## config.mk

```make
export PLATFORM = sky130hd
export DESIGN_NAME = wdog_top
export DESIGN_NICKNAME = d
export VERILOG_FILES = /design/src/rtl/wdog_pkg.sv /design/src/rtl/wdog_regs.sv /design/src/rtl/wdog_cnt.sv /design/src/rtl/wdog_resp.sv /design/src/rtl/wdog_top.sv
export SDC_FILE = /design/constraint.sdc
export NUM_CORES = 1
export LEC_CHECK = 0
export ABC_AREA = 1
export BUFFER_PORTS_ARGS = -buffer_cell sky130_fd_sc_hd__buf_2
export CORE_MARGIN = 5
export CORE_UTILIZATION = 45
export DETAILED_ROUTE_END_ITERATION = 7
export HOLD_SLACK_MARGIN = 0.15
export SYNTH_ARGS = -nofsm -noshare
export SYNTH_HDL_FRONTEND = slang
export SYNTH_HIERARCHICAL = 1
export SYNTH_SLANG_ARGS = --single-unit
```

## constraint.sdc

```tcl
create_clock -name clk_i -period 2 [get_ports clk_i]
set_input_delay 0.3 -clock clk_i [delete_from_list [all_inputs] [get_ports clk_i]]
set_output_delay 0.3 -clock clk_i [all_outputs]
set_load 0.01 [all_outputs]
```

## src/rtl/wdog_pkg.sv

```systemverilog
package wdog_pkg;
  localparam int unsigned BYTE_W   = 8;
  localparam int unsigned WDT_BIT  = 7;
  localparam int unsigned STOP_BIT = 6;

  function automatic int unsigned addr_w(input int unsigned cnt_w);
    return $clog2(cnt_w / BYTE_W + 1);
  endfunction
endpackage

```

## src/rtl/wdog_regs.sv

```systemverilog
module wdog_regs
  import wdog_pkg::*;
#(
  parameter int unsigned CNT_W = 24,
  parameter logic [CNT_W-1:0] RELOAD_RST = '1,
  parameter int unsigned AW = 2
) (
  input  logic              clk_i,
  input  logic              rst_ni,
  input  logic              we_i,
  input  logic [AW-1:0]     addr_i,
  input  logic [BYTE_W-1:0] wdata_i,
  output logic [BYTE_W-1:0] rdata_o,
  input  logic              set_wdt_i,
  input  logic              set_stop_i,
  output logic [CNT_W-1:0]  reload_o,
  output logic              wdt_flag_o,
  output logic              stop_flag_o
);
  localparam int unsigned NB = CNT_W / BYTE_W;

  logic ctrl_wr;
  assign ctrl_wr = we_i && (addr_i == '0);

  // address 1 is the most significant byte
  for (genvar b = 0; b < NB; b++) begin : g_byte
    localparam int unsigned SEL = NB - b;
    logic [BYTE_W-1:0] byte_q;
    always_ff @(posedge clk_i or negedge rst_ni) begin
      if (!rst_ni)                                byte_q <= RELOAD_RST[b*BYTE_W +: BYTE_W];
      else if (we_i && addr_i == SEL[AW-1:0])     byte_q <= wdata_i;
    end
    assign reload_o[b*BYTE_W +: BYTE_W] = byte_q;
  end

  // set wins over a same-cycle clear
  always_ff @(posedge clk_i or negedge rst_ni) begin
    if (!rst_ni) begin
      wdt_flag_o  <= 1'b0;
      stop_flag_o <= 1'b0;
    end else begin
      if (set_wdt_i)                        wdt_flag_o  <= 1'b1;
      else if (ctrl_wr && wdata_i[WDT_BIT]) wdt_flag_o  <= 1'b0;
      if (set_stop_i)                        stop_flag_o <= 1'b1;
      else if (ctrl_wr && wdata_i[STOP_BIT]) stop_flag_o <= 1'b0;
    end
  end

  always_comb begin
    rdata_o = '0;
    if (addr_i == '0) begin
      rdata_o[WDT_BIT]  = wdt_flag_o;
      rdata_o[STOP_BIT] = stop_flag_o;
    end
    for (int b = 0; b < NB; b++) begin
      if (addr_i == AW'(NB - b)) rdata_o = reload_o[b*BYTE_W +: BYTE_W];
    end
  end
endmodule

```

## src/rtl/wdog_cnt.sv

```systemverilog
module wdog_cnt #(
  parameter int unsigned CNT_W = 24
) (
  input  logic             clk_i,
  input  logic             rst_ni,
  input  logic             tick_i,
  input  logic             en_i,
  input  logic             refresh_i,
  input  logic             debug_i,
  input  logic             rst_sel_i,
  input  logic [CNT_W-1:0] reload_i,
  output logic [CNT_W-1:0] cnt_o,
  output logic             timeout_o
);
  logic             en_q;
  logic             en_rise, load, dec;
  logic [CNT_W-1:0] cnt_d;

  assign en_rise   = en_i && !en_q;
  assign load      = en_i && (en_rise || debug_i || refresh_i);
  assign dec       = en_i && !load && tick_i;
  // the tick that brings the count from one to zero is the time-out
  assign timeout_o = dec && (cnt_o == CNT_W'(1));

  always_comb begin
    cnt_d = cnt_o;
    if (load)                        cnt_d = reload_i;
    else if (timeout_o && rst_sel_i) cnt_d = reload_i;
    else if (dec)                    cnt_d = cnt_o - CNT_W'(1);
  end

  always_ff @(posedge clk_i or negedge rst_ni) begin
    if (!rst_ni) begin
      en_q  <= 1'b0;
      cnt_o <= '0;
    end else begin
      en_q  <= en_i;
      cnt_o <= cnt_d;
    end
  end
endmodule

```

## src/rtl/wdog_resp.sv

```systemverilog
module wdog_resp (
  input  logic clk_i,
  input  logic rst_ni,
  input  logic timeout_i,
  input  logic rst_sel_i,
  input  logic stop_i,
  output logic set_wdt_o,
  output logic set_stop_o,
  output logic rst_req_o,
  output logic irq_o,
  output logic stop_wake_o
);
  assign set_wdt_o  = timeout_i && !rst_sel_i;
  assign set_stop_o = set_wdt_o && stop_i;

  always_ff @(posedge clk_i or negedge rst_ni) begin
    if (!rst_ni) begin
      rst_req_o   <= 1'b0;
      irq_o       <= 1'b0;
      stop_wake_o <= 1'b0;
    end else begin
      rst_req_o   <= timeout_i && rst_sel_i;
      irq_o       <= set_wdt_o;
      stop_wake_o <= set_stop_o;
    end
  end
endmodule

```

## src/rtl/wdog_top.sv

```systemverilog
module wdog_top
  import wdog_pkg::*;
#(
  parameter int unsigned CNT_W = 24,
  parameter logic [CNT_W-1:0] RELOAD_RST = '1,
  parameter int unsigned ADDR_W = wdog_pkg::addr_w(CNT_W)
) (
  input  logic              clk_i,
  input  logic              rst_ni,
  input  logic              tick_i,
  input  logic              en_i,
  input  logic              refresh_i,
  input  logic              debug_i,
  input  logic              stop_i,
  input  logic              rst_sel_i,
  input  logic              reg_we_i,
  input  logic [ADDR_W-1:0] reg_addr_i,
  input  logic [BYTE_W-1:0] reg_wdata_i,
  output logic [BYTE_W-1:0] reg_rdata_o,
  output logic              rst_req_o,
  output logic              irq_o,
  output logic              stop_wake_o
);
  logic [CNT_W-1:0] reload_w, cnt_w;
  logic             timeout_w, set_wdt_w, set_stop_w;
  logic             wdt_flag_w, stop_flag_w;

  wdog_regs #(.CNT_W(CNT_W), .RELOAD_RST(RELOAD_RST), .AW(ADDR_W)) u_regs (
    .clk_i, .rst_ni,
    .we_i(reg_we_i), .addr_i(reg_addr_i), .wdata_i(reg_wdata_i), .rdata_o(reg_rdata_o),
    .set_wdt_i(set_wdt_w), .set_stop_i(set_stop_w),
    .reload_o(reload_w), .wdt_flag_o(wdt_flag_w), .stop_flag_o(stop_flag_w)
  );

  wdog_cnt #(.CNT_W(CNT_W)) u_cnt (
    .clk_i, .rst_ni, .tick_i, .en_i, .refresh_i, .debug_i, .rst_sel_i,
    .reload_i(reload_w), .cnt_o(cnt_w), .timeout_o(timeout_w)
  );

  wdog_resp u_resp (
    .clk_i, .rst_ni, .timeout_i(timeout_w), .rst_sel_i, .stop_i,
    .set_wdt_o(set_wdt_w), .set_stop_o(set_stop_w),
    .rst_req_o, .irq_o, .stop_wake_o
  );
endmodule

```

Yosys cells after proc, flatten, opt, wreduce, memory -nomap -nowiden
Cells that the tools add are included.
{ "totals": {"regBits": 54, "input_bits": 19, "out_inout_bits": 11, "word_cells": 49} }
{ "op_classes": {"reduce_logical": 23, "addsub": 1, "n_eq_ne": 4, "mux": 11} }
{ "ops": {"columns": ["op", "count"], "rows": [
  ["$mux W24", 3],
  ["$eq A24 B1 Y1 const B", 1],
  ["$mux W8", 3],
  ["$sub A24 B1 Y24 const B", 1],
  ["$logic_and A1 B1 Y1", 14],
  ["$eq A2 B2 Y1 const B", 2],
  ["$mux W1", 4],
  ["$reduce_bool A2 Y1", 2],
  ["$logic_not A1 Y1", 3],
  ["$reduce_bool A3 Y1", 1],
  ["$eq A2 B1 Y1 const B", 1],
  ["$logic_not A2 Y1", 1],
  ["$logic_or A1 B1 Y1", 2],
  ["$mux W2", 1]
]} }

Longest topological paths before layout
{ "depth": {"depth_word": 12, "ltp_mapped": 14, "mapped_depth_nobuf": 14} }

By module
Netlist, hierarchy kept.
{ "by_module_without_submodules": {"columns": ["module", "cells_per_inst", "seq_area_each_um2", "area_per_inst_um2", "n_inst"], "rows": [
  ["wdog_cnt", 274, 625.6, 1823.0, 1],
  ["wdog_regs", 159, 680.7, 1234.9, 1],
  ["wdog_resp", 10, 75.1, 106.4, 1]
]} }

Least setup slack after synthesis
OpenSTA, ideal clock, no wires.
{ "synth_timing": {"path_type": "register to register", "from": "register u_cnt.cnt_o[1]", "to": "register u_cnt.cnt_o[7]", "n_path_buf": 1, "arrival_ns": 1.483, "path_stages_with_launch": 15, "synth_period_minus_slack_ns": 1.608, "setup_time_ns": 0.124, "required_ns": 1.876, "setup_slack_ns": 0.392, "cell_sequence": "dfrtp_1 > inv_1 > ha_1 > inv_1 > nor2_1 > nand2_1 > nor2_1 > nand2_1 > nor2_4 > nand2_4 > nand3_4 > inv_4 > buf_6 > nand2_1 > nand3_1"} }
{ "synth_between": {"elab_chain_len": 5, "elab_cells_between_ends": 8, "cone_classes": "add/sub: 1; eq/ne: 1; mux: 3; reduce/logical: 3"} }
{ "synth_lines": {"columns": ["item", "line_no", "rtl"], "rows": [
  ["start, declared", "wdog_cnt.sv:12", "output logic [CNT_W-1:0] cnt_o,"],
  ["start signal, assigned", "wdog_cnt.sv:38", "cnt_o <= cnt_d;"],
  ["$eq A24 B1 Y1 (*)", "wdog_cnt.sv:23", "assign timeout_o = dec && (cnt_o == CNT_W'(1));"],
  ["$logic_and A1 B1 Y1 (*)", "wdog_cnt.sv:23", null],
  ["net timeout_w", "wdog_top.sv:25", "logic timeout_w, set_wdt_w, set_stop_w;"],
  ["$logic_and A1 B1 Y1 (*)", "wdog_cnt.sv:28", "else if (timeout_o && rst_sel_i) cnt_d = reload_i;"],
  ["$mux W24", "wdog_cnt.sv:28", null],
  ["$mux W24", "wdog_cnt.sv:27", "if (load) cnt_d = reload_i;"]
]} }
The timed path passes the listed nets; every way through them passes the cells marked *. The select of a mux whose other input is x is not followed.
A chain may end at the register's enable or synchronous reset.

Worst setup path after layout
{ "layout_timing": {"from": "input en_i", "to": "register u_cnt.cnt_o[19]"} }
{ "layout_between": {"elab_chain_len": 11, "elab_cells_between_ends": 12, "cone_classes": "mux: 2; reduce/logical: 10"} }
{ "layout_lines": {"columns": ["item", "line_no", "rtl"], "rows": [
  ["start, declared", "wdog_top.sv:11", "input logic en_i,"],
  ["$logic_and A1 B1 Y1", "wdog_cnt.sv:19", "assign en_rise = en_i && !en_q;"],
  ["$logic_or A1 B1 Y1 (2 in a row)", "wdog_cnt.sv:20", "assign load = en_i && (en_rise || debug_i || refresh_i);"],
  ["$logic_and A1 B1 Y1", "wdog_cnt.sv:20", null],
  ["$logic_not A1 Y1", "wdog_cnt.sv:21", "assign dec = en_i && !load && tick_i;"],
  ["$logic_and A1 B1 Y1 (*) (2 in a row)", "wdog_cnt.sv:21", null],
  ["$logic_and A1 B1 Y1 (*)", "wdog_cnt.sv:23", null],
  ["net timeout_w", "wdog_top.sv:25", null],
  ["$logic_and A1 B1 Y1 (*)", "wdog_cnt.sv:28", null],
  ["$mux W24", "wdog_cnt.sv:28", null],
  ["$mux W24", "wdog_cnt.sv:27", null]
]} }
The timed path passes the listed nets; every way through them passes the cells marked *.

==> metrics.md <==
| Metric | Value |
|---|---|
| Status | finished, final reports clean |
| Cell Count, Final, Fillers Out | 580 |
| Worst Hold Path EP | u_regs/g_byte[1].byte_q[3] |
| Io pins | 30 |
| # port buffers | 29 |
| Final core occ | 52.6% |
| Worst VDD drop | 0.499 mV |
| Residual DRC count | 0 |
| Ys async rst share | 100% |
| Via Count | 2908 |
| Routed WL | 8.25 mm |
| Commonest non-fill, non-tap cell in the layout | nand2_1 |
| WP data required | 2210 ps |
| Detailed Route Iter0 Violations | 137 |
| Synth area leaders | nand2_1 24%, dfrtp_1 24%, dfstp_2 20% |
| Crit end category | flop |
| Synth Area in XOR/XNOR | 4.43% |
| Most frequent cells in the layout | 202 x nand2_1, 59 x nand3_1, 40 x nor2_1 |
| Beginning of the worst hold path | reg_wdata_i[3] |
| Netlist Area Pre-Place | 3160 um^2 |
| Gr usage total | 20.0% |
| Met1 usage | 28.4% |
| Final Hold Vio Count | 0 |
| # rows | 30 |
| Sequential share of the synthesized area | 43.7% |
| Area delta synth->final | 13.6% |
| Antenna Cells | 0 |
| Rel. slew slack | 64.3% |
| Syn Inst Count | 443 |
| Number of nets in the layout | 504 |
| Clk slew on worst S/H paths | 100 ps |
| Core Region | 6830 um^2 |
| Slew Limit Fails | 0 |
| Syn nets | 464 |
| Launch point of the worst reg-to-reg path | u_cnt/cnt_o[1] |
| Combinational family with the most area after synthesis | simple AND/OR/NAND/NOR gates |
| Critical path fanouts, max | 11 |
| Final setup margin | 151 ps |
| Clk_lat worst skew | 310 ps |
| Synth area leader | nand2_1 |
| Clock skew | 5.23 ps |
| Post-synthesis mux area share | 0% |
| Yosys top cell area share | 24.0% |
| Slew @ Worst Pin | 535 ps |
| CP arrival | 2060 ps |
| Die area | 8810 um^2 |
| Routed wire per std cell | 14.2 um |
| Worst setup SP type | primary input |
| First-pass GRT wire length | 14.0 mm |
| Post-synth cell types | 29 |
| Grt ovf | 0 |
| Power per cell area | 853 nW/um^2 |
| Maximum clock path buffer count | 2 |
| Post-route ant nets | 0 |
| Min Tclk post-route | 1850 ps |
| Final worst path period share | 92.5% |
| Main flop type after synthesis | dfrtp_1 |
| Routability cong. | 0.896 |
| Die H | 93.9 um |
| Starting Density | 46.3% |
| Fraction of layout instances using a drive strength above 1 | 20.7% |
| Vias in the first global route | 2827 |
| Htree depth | 2 |
| RSZ-0062 raised after global routing | no |
| Drt pass-1 iters | 5 |
| Grt peak-use layer | met2 |
| Synth Area in Adders | 0.791% |
| CTS tree | done |
| Simple-gate portion of the synthesized area | 44.4% |
| Initial antenna violation count | 0 |
| Worst hold path class | primary input to flop |
| Pin count of the biggest net entering global routing | 25 |
| Placement Setup Slack | -21.5 ps |
| Setup violators final | 0 |
| Post-synth EDFFs | 0 |
| Crit path kind | primary input to flop |
| TritonCTS Buffers | 5 |
| GR met3 Demand/Resource | 2.88% |
| Worst R2R Setup Slack | 190 ps |
| Compound-Gate Fraction of Synth Area | 0.870% |
| FF-to-FF End | u_cnt/cnt_o[1] |
| Synth warn | 6 |
| Die Wd | 93.9 um |
| FMAX | 541 MHz |
| Total of max-cap violations | 0 |
| Post-DP HPWL | 6.43 mm |
| Vias per cell | 5.01 |
| Mapped Avg Cell Area | 7.14 um^2 |
| Placed cell count | 569 |
| FF-to-FF path depth | 13 |
| GR Layer Usage met2 | 32.5% |
| Yosys reg bits | 54 |
| Leakage Power | 1.86 nW |
| Hold depth | 3 |
| Fill cells | 737 |
| Clock sink count | 54 |
| Root Driver | clkbuf_8 |
## cells in the mapped netlist, types with 2 or more instances
library cell / n
nand2_1: 202
nand3_1: 59
nor2_1: 40
dfrtp_1: 30
dfstp_2: 24
inv_1: 22
xnor2_1: 9
nand2_2: 7
xor2_1: 7
inv_2: 6
nand4_1: 6
buf_2: 4
nor2_2: 4
buf_6: 3
a21oi_1: 2
buf_4: 2
ha_1: 2
nand2_4: 2
or2_2: 2
## per-layer routing
metal	wire, um	vias to the layer above
met5	0	-
met4	78	0
met3	351	10
met2	3900	73
met1	3920	1364
li1	-	1461
## worst max-delay path: stages
cell           delay, ps
dlygate4sd3_1        530
buf_2                140
nand2_1              150
nor2_8                70
nand2_2               80
nor2_4                60
a21boi_2             440
nand2_1              140
nand3_1              100
nand2_1               50
## through the flow
| step | total power [mW] | hold WS [ps] | TNS [ps] | area (um^2) |
|---|---|---|---|---|
| 6_report | 3.07 | 200 | 0 | 3600 |
| 5_1_grt | 3.30 | 185 | 0 | 3600 |
| 4_1_cts | 3.09 | 193 | 0 | 3580 |
| 3_3_place_gp | 2.39 | 250 | 0 | 3450 |
| 3_5_place_dp | 2.40 | 251 | -21.5 | 3450 |
| 2_1_floorplan | 2.09 | 4.41 | 0 | 3160 |
## final cells by class
cell class	instances	area, um^2	share of cell area [%]
clock buffer	6	82.6	2.30
multi-input combinational	350	1620	44.9
tap	96	120	3.34
inverter	29	114	3.17
clock inverter	2	15.0	0.418
timing repair buffer	43	268	7.45
sequential	54	1380	38.4
## sequential cells by signal (all words and copies together), names as in the netlist
signal and cells:
u_resp/stop_wake_o 1, u_cnt/en_q 1, u_cnt/cnt_o 24, u_resp/rst_req_o 1, u_regs/stop_flag_o 1, u_regs/g_byte.byte_q 24, u_resp/irq_o 1, u_regs/wdt_flag_o 1
## report_power, final
group,leakage (nW),switching [mW],internal [mW]
Sequential,0.638,0.179,1.33
Combinational,1.17,0.552,0.337
Clock,0.0521,0.385,0.288
Total,1.86,1.12,1.95
## cells by family (layout without fill, tap and decap cells)
| kind of cell | after synthesis | after routing |
|---|---|---|
| fa+ha+maj | 2 | 2 |
| buf+inv | 39 | 80 |
| compound gates | 5 | 5 |
| flops | 54 | 54 |
| xor+xnor | 16 | 16 |
| simple gates | 327 | 327 |
## worst max path at each step
stage / startpoint / to / slack, ps / depth (start not counted)
after CTS: en_i / u_cnt/cnt_o[23] / 90 / 12
after global routing: u_cnt/cnt_o[1] / u_cnt/cnt_o[23] / 20 / 13
after detailed placement: u_cnt/cnt_o[1] / u_cnt/cnt_o[19] / -20 / 12
final: en_i / u_cnt/cnt_o[19] / 150 / 10
after floorplan: u_cnt/cnt_o[1] / u_cnt/cnt_o[7] / 390 / 14
after global placement: u_cnt/cnt_o[1] / u_cnt/cnt_o[20] / 40 / 11
## timing repair
action | CTS | global route
cloned | 0 | 0
hold endpoints to repair | 15 | 0
buffers inserted | 0 | 1
resized for setup | 2 | 2
endpoints found under the setup margin | 3 | 8
pin swaps | 0 | 1
hold buffers | 2 | 0
(Power assumes the default switching activity.)
